$ cat src/rtl/eag_pkg.sv
package eag_pkg;

    parameter int unsigned ADDR_W    = 64;
    parameter int unsigned DISP_W    = 32;
    parameter int unsigned NUM_REGS  = 16;
    parameter int unsigned NUM_SEGS  = 6;
    parameter int unsigned STACK_REG = 4;
    parameter int unsigned SEG_SEL_W = 3;

    localparam int unsigned REG_IDX_W = $clog2(NUM_REGS);
    localparam int unsigned EXT_W     = ADDR_W - DISP_W;

    typedef logic [ADDR_W-1:0]    addr_t;
    typedef logic [DISP_W-1:0]    disp_t;
    typedef logic [REG_IDX_W-1:0] reg_idx_t;
    typedef logic [SEG_SEL_W-1:0] seg_sel_t;

    typedef enum logic [1:0] {
        SCALE_X1 = 2'b00,
        SCALE_X2 = 2'b01,
        SCALE_X4 = 2'b10,
        SCALE_X8 = 2'b11
    } scale_e;

    typedef struct packed {
        logic     base_en;
        reg_idx_t base_reg;
        logic     idx_en;
        reg_idx_t idx_reg;
        scale_e   scale;
        disp_t    disp;
        seg_sel_t seg;
    } ea_req_t;

    typedef struct packed {
        addr_t addr;
        logic  illegal;
    } ea_rsp_t;

    function automatic addr_t widen_disp(input disp_t d);
        return {{EXT_W{d[DISP_W-1]}}, d};
    endfunction

    function automatic addr_t shift_index(input addr_t v, input scale_e s);
        addr_t r;
        case (s)
            SCALE_X1: r = v;
            SCALE_X2: r = {v[ADDR_W-2:0], 1'b0};
            SCALE_X4: r = {v[ADDR_W-3:0], 2'b00};
            default:  r = {v[ADDR_W-4:0], 3'b000};
        endcase
        return r;
    endfunction

endpackage

$ cat src/rtl/eag_form_check.sv
module eag_form_check
    import eag_pkg::*;
(
    input  logic     idx_en,
    input  reg_idx_t idx_reg,
    input  scale_e   scale,
    output logic     illegal
);
    localparam reg_idx_t SP_CODE = reg_idx_t'(STACK_REG);

    logic sp_as_index;
    logic orphan_scale;

    always_comb begin
        sp_as_index  = idx_en && (idx_reg == SP_CODE);
        orphan_scale = !idx_en && (scale != SCALE_X1);
        illegal      = sp_as_index || orphan_scale;
    end
endmodule

$ cat src/rtl/eag_seg_table.sv
module eag_seg_table
    import eag_pkg::*;
(
    input  logic     clk,
    input  logic     rst,
    input  logic     wr_en,
    input  seg_sel_t wr_sel,
    input  addr_t    wr_data,
    input  seg_sel_t rd_sel,
    output addr_t    rd_base
);
    addr_t entry_q [NUM_SEGS];

    for (genvar g = 0; g < NUM_SEGS; g++) begin : g_entry
        always_ff @(posedge clk) begin
            if (rst) begin
                entry_q[g] <= '0;
            end else if (wr_en && (wr_sel == seg_sel_t'(g))) begin
                entry_q[g] <= wr_data;
            end
        end
    end

    always_comb begin
        rd_base = '0;
        for (int i = 0; i < NUM_SEGS; i++) begin
            if (rd_sel == seg_sel_t'(i)) begin
                rd_base = entry_q[i];
            end
        end
    end
endmodule

$ cat src/rtl/eag_sum.sv
module eag_sum
    import eag_pkg::*;
(
    input  logic   base_en,
    input  addr_t  base_val,
    input  logic   idx_en,
    input  addr_t  idx_val,
    input  scale_e scale,
    input  disp_t  disp,
    input  addr_t  seg_base,
    output addr_t  sum
);
    addr_t base_term;
    addr_t idx_term;
    addr_t disp_term;

    always_comb begin
        base_term = base_en ? base_val : '0;
        idx_term  = idx_en ? shift_index(idx_val, scale) : '0;
        disp_term = widen_disp(disp);
        sum       = seg_base + base_term + idx_term + disp_term;
    end
endmodule

$ cat src/rtl/eag_unit.sv
module eag_unit
    import eag_pkg::*;
(
    input  logic                 clk,
    input  logic                 rst,
    input  logic                 in_valid,
    output logic                 in_ready,
    input  logic                 base_en,
    input  logic [REG_IDX_W-1:0] base_reg,
    input  logic                 idx_en,
    input  logic [REG_IDX_W-1:0] idx_reg,
    input  logic [1:0]           scale,
    input  logic [DISP_W-1:0]    disp,
    input  logic [SEG_SEL_W-1:0] seg_sel,
    output logic [REG_IDX_W-1:0] rf_base_sel,
    input  logic [ADDR_W-1:0]    rf_base_data,
    output logic [REG_IDX_W-1:0] rf_idx_sel,
    input  logic [ADDR_W-1:0]    rf_idx_data,
    input  logic                 cfg_we,
    input  logic [SEG_SEL_W-1:0] cfg_sel,
    input  logic [ADDR_W-1:0]    cfg_data,
    output logic                 out_valid,
    input  logic                 out_ready,
    output logic [ADDR_W-1:0]    out_addr,
    output logic                 out_illegal
);
    ea_req_t req;
    ea_rsp_t rsp_d;
    ea_rsp_t rsp_q;
    logic    valid_q;
    logic    accept;
    logic    bad_form;
    addr_t   seg_base;
    addr_t   raw_sum;

    always_comb begin
        req.base_en  = base_en;
        req.base_reg = base_reg;
        req.idx_en   = idx_en;
        req.idx_reg  = idx_reg;
        req.scale    = scale_e'(scale);
        req.disp     = disp;
        req.seg      = seg_sel;
    end

    assign rf_base_sel = req.base_reg;
    assign rf_idx_sel  = req.idx_reg;

    eag_form_check u_form (
        .idx_en  (req.idx_en),
        .idx_reg (req.idx_reg),
        .scale   (req.scale),
        .illegal (bad_form)
    );

    eag_seg_table u_segs (
        .clk     (clk),
        .rst     (rst),
        .wr_en   (cfg_we),
        .wr_sel  (cfg_sel),
        .wr_data (cfg_data),
        .rd_sel  (req.seg),
        .rd_base (seg_base)
    );

    eag_sum u_sum (
        .base_en  (req.base_en),
        .base_val (rf_base_data),
        .idx_en   (req.idx_en),
        .idx_val  (rf_idx_data),
        .scale    (req.scale),
        .disp     (req.disp),
        .seg_base (seg_base),
        .sum      (raw_sum)
    );

    always_comb begin
        rsp_d.illegal = bad_form;
        rsp_d.addr    = bad_form ? '0 : raw_sum;
    end

    assign in_ready = !valid_q || out_ready;
    assign accept   = in_valid && in_ready;

    always_ff @(posedge clk) begin
        if (rst) begin
            valid_q <= 1'b0;
            rsp_q   <= '0;
        end else if (accept) begin
            valid_q <= 1'b1;
            rsp_q   <= rsp_d;
        end else if (out_ready) begin
            valid_q <= 1'b0;
        end
    end

    assign out_valid   = valid_q;
    assign out_addr    = rsp_q.addr;
    assign out_illegal = rsp_q.illegal;
endmodule

$ cat config.mk
export PLATFORM = sky130hd
export DESIGN_NAME = eag_unit
export DESIGN_NICKNAME = d
export VERILOG_FILES = /design/src/rtl/eag_pkg.sv /design/src/rtl/eag_form_check.sv /design/src/rtl/eag_seg_table.sv /design/src/rtl/eag_sum.sv /design/src/rtl/eag_unit.sv
export SDC_FILE = /design/constraint.sdc
export NUM_CORES = 1
export LEC_CHECK = 0
export CAP_MARGIN = 10
export CORE_MARGIN = 4
export CORE_UTILIZATION = 58
export CTS_CLUSTER_DIAMETER = 100
export DETAILED_ROUTE_END_ITERATION = 7
export PLACE_DENSITY = 0.92
export SYNTH_ARGS = -nofsm -noshare
export SYNTH_HDL_FRONTEND = slang
export SYNTH_HIERARCHICAL = 1
export SYNTH_SLANG_ARGS = --single-unit
export TNS_END_PERCENT = 10
$ cat constraint.sdc
create_clock -name clk -period 6.8 [get_ports clk]
set_input_delay 1.36 -clock clk [delete_from_list [all_inputs] [get_ports clk]]
set_output_delay 1.36 -clock clk [all_outputs]
set_load 0.01 [all_outputs]
==> metrics.csv <==
stage;metric;value;unit
worst_setup_path;reg2reg start;u_segs/entry_q[1][1];
yosys;commonest cells in the netlist;422 x and2_1, 384 x edfxtp_1, 205 x nand2_1;
yosys;top cell type's share of synthesized area;39.2;%
timing;final setup TNS;0;ns
hold_path;WHS Endpoint;out_addr[27];
timing;slew margin rel.;21.1;%
die;Die ar.;54400;um^2
worst_setup_path;Arrival @ worst endpoint;6.68;ns
clocking;CTS tree;built;
global_routing;pin count of the biggest net entering global routing;91;
placement;Port Buffers;313;
outcome;outcome;finished, final reports clean;
route;drt wl/cell;24.0;um
route;final WL;86.9;mm
clocking;Root Driver;clkbuf_16;
timing;Final Setup Violations;0;
yosys;Synth Area in Compound Gates;11.1;%
final_layout;Final nets;3343;
route;Pre-antenna DRT Iters;6;
timing;Final Skew;0.0210;ns
clocking;post-CTS setup buffers;0;
worst_setup_path;CP max FO;30;
die;Horiz. Die Dim;233;um
worst_setup_path;R2R depth;21;
timing;Hold Fails Final Rpt;0;
worst_setup_path;crit path capture type;register;
worst_setup_path;register-to-register setup slack;1.44;ns
clocking;clock buffer count from CTS;45;
route;via/cell ratio;6.19;
yosys;Post-Synth Adder-Cell Area;11.2;%
yosys;Mapped Nets;3111;
yosys;cell accounting for the most synthesized area;edfxtp_1;
clocking;clk buf depth;3;
clocking;hold buffers post-CTS;0;
timing;Fmax achieved;0.162;GHz
clocking;post-CTS sizing;0;
timing;fin crit share;90.6;%
final_layout;layout cells sized above 1;8.12;%
worst_setup_path;Startpoint Class;input port;
clocking;clock sinks;450;
yosys;multiplexer share of the synthesized area;8.93;%
yosys;Yosys reg bits;450;
yosys;Seq/Total Area, Yosys;43.7;%
yosys;asr flop ratio synth;0;%
yosys;post-synth cell types;75;
yosys;Synthesis Warnings;6;
clocking;clock transition at the registers of the reported paths;0.06;ns
worst_setup_path;type of the worst setup path;input port to register;
die;core area;50200;um^2
yosys;most frequent cell after synthesis;and2_1;
flow_run;total of max-cap violations;0;
global_routing;global route overflow;0;
global_routing;initial antenna violation count;8;
yosys;Syn Inst Count;2675;
route;post-route ant nets;0;
hold_path;hold path cells;2;
worst_setup_path;Req. time, crit path;7.32;ns
die;Die H;233;um
global_routing;GRT Total Usage;31.4;%
final_layout;flip-flop and latch area;12900;um^2
pwr;leak pwr;0.0135;uW
yosys;Synth Area per Inst;11.0;um^2
clocking;clk_lat worst skew;0.60;ns
yosys;largest cells by area after synthesis;edfxtp_1 39%, and2_1 9.0%, fa_1 8.6%;
timing;worst-margin pin slew;1.18;ns
hold_path;Worst Hold Launch;out_addr[27];
placement;DP HPWL;59.5;mm
route;DRC violations left;0;
pwr;total power;9470;uW
yosys;Primary FF master, synth;edfxtp_1;
route;Iter 0 DRT Violations;2641;
timing;RSZ-0062 raised after global routing;no;
final_layout;P&R area growth vs syn;17.8;%
timing;final slew viol count;0;
pwr;Peak supply drop;0.209;mV
timing;Final min period;6.16;ns
yosys;Synth Area in XOR/XNOR;1.93;%
die;# rows;82;
die;starting density of the core;58.7;%
die;num ports;322;
global_routing;vias in the first global route;22900;
yosys;Simple-Gate Fraction of Synth Area;17.4;%
timing;hold slack;0.477;ns
hold_path;Hold Crit Class;register to register;
global_routing;first-pass GRT wire length;132;mm
yosys;largest family of logic cells by synthesized area;simple AND/OR/NAND/NOR gates;
pwr;power density cells;273;nW/um^2
worst_setup_path;Reg-to-Reg End;out_addr[49];
final_layout;FILL cells;3429;
route;Via Count;22400;
yosys;EDFF count, synth;384;
yosys;cell area after synthesis;29400;um^2
placement;placer congestion estimate;1.04;
clocking;H-tree depth;2;
final_layout;multi-input gate area in the final layout;14900;um^2
==> per-layer routing <==
metal / routed length (um) / up-vias / share of wire [%] / track usage (%)
li1: - / 9926 / - / -
met5: 49 / - / 0.056 / 0
met2: 41200 / 1300 / 47 / 51.0
met4: 3460 / 8 / 4.0 / 12.0
met1: 33600 / 10900 / 39 / 42.1
met3: 8590 / 227 / 9.9 / 6.16
==> how the worst max path moves through the flow <==
stage | startpoint | to | slack, ns | cells past startpoint
after floorplan | seg_sel[0] | out_addr[53] | 0.67 | 24
after global placement | seg_sel[0] | out_addr[62] | 0.04 | 17
after detailed placement | seg_sel[0] | out_addr[62] | 0.07 | 17
after CTS | seg_sel[0] | out_addr[62] | 0.69 | 17
after global routing | seg_sel[0] | out_addr[62] | 0.39 | 17
final | seg_sel[0] | out_addr[49] | 0.64 | 21
==> worst max-delay path, stage by stage <==
cell       delay, ns
clkbuf_8        0.16
nor3b_2         0.32
buf_4           0.49
nand2_1         0.13
o221ai_1        0.10
inv_1           0.18
fa_1            0.55
inv_1           0.06
fa_1            0.47
ha_1            0.38
o211ai_1        0.13
a21oi_2         0.19
o211ai_1        0.22
a2111oi_4       0.42
nor4_4          0.10
o31ai_4         0.26
a311oi_4        0.20
o31ai_1         0.42
xor2_1          0.24
nand4b_1        0.13
a21oi_1         0.16
==> cells by family (layout without fill, tap and decap cells) <==
logic type,count (synthesis),after routing
AOI/OAI and AO/OA,494,494
xor gates and xnor gates,65,65
adders and majority gates,189,189
buffers and inverters,402,669
DFF,450,450
muxes,191,191
other,0,4
and+or+nand+nor,884,884
==> flip-flops by register name, indices dropped and copies added (netlist names) <==
| register | flops |
|---|---|
| out_addr | 64 |
| out_illegal | 1 |
| u_segs/entry_q | 384 |
| out_valid | 1 |
==> report_power, final <==
part / switching [uW] / internal (uW)
clock: 1080 / 1550
combinational: 2050 / 1470
sequential: 91.8 / 3230
==> per-stage QoR <==
step                      worst slack, ns  instances  utilization [%]  area, um^2
after floorplan                     0.670       2675                -       29400
after global placement             0.0359       3532             66.0       33100
final                               0.636       3618             69.1       34700
after CTS                           0.686       3614             69.1       34700
after detailed placement           0.0707       3532             66.0       33100
after global routing                0.390       3615             69.1       34700
==> final cells by class <==
cell class                 instances  area share (%)
antenna                            4          0.0289
clock buffer                      51            3.37
clock inverter                    31            1.17
inverter                         203            2.20
multi-input combinational       1823            43.0
sequential                       450            37.1
tap                              672            2.42
timing repair buffer             384            10.7
==> layout by cell type, fill, tap and decap left out, types with 6 or more instances in the layout <==
cell type	Yosys	final
o21bai_1	14	14
nand2_1	205	205
clkdlybuf4s50_1	0	304
a21o_1	35	34
bufinv_16	0	8
and2_1	422	422
a21oi_1	150	149
nand4b_1	65	65
inv_1	201	201
ha_1	63	63
edfxtp_1	384	384
and3_1	6	6
o21ai_1	38	38
mux4_2	57	57
o221ai_1	65	65
o211ai_1	8	8
buf_4	17	67
nor2_1	39	38
xnor2_1	39	39
dfxtp_1	66	66
fa_1	126	126
nand3b_1	17	17
buf_12	0	6
xor2_1	26	26
nand4_1	24	24
clkinv_1	0	13
clkbuf_16	0	46
nand3_1	65	65
buf_2	34	6
o21ai_0	66	66
o31ai_1	7	7
nand2b_1	8	6
mux2i_1	132	132
o21a_1	75	75
Power figures use the tool's default switching activity.
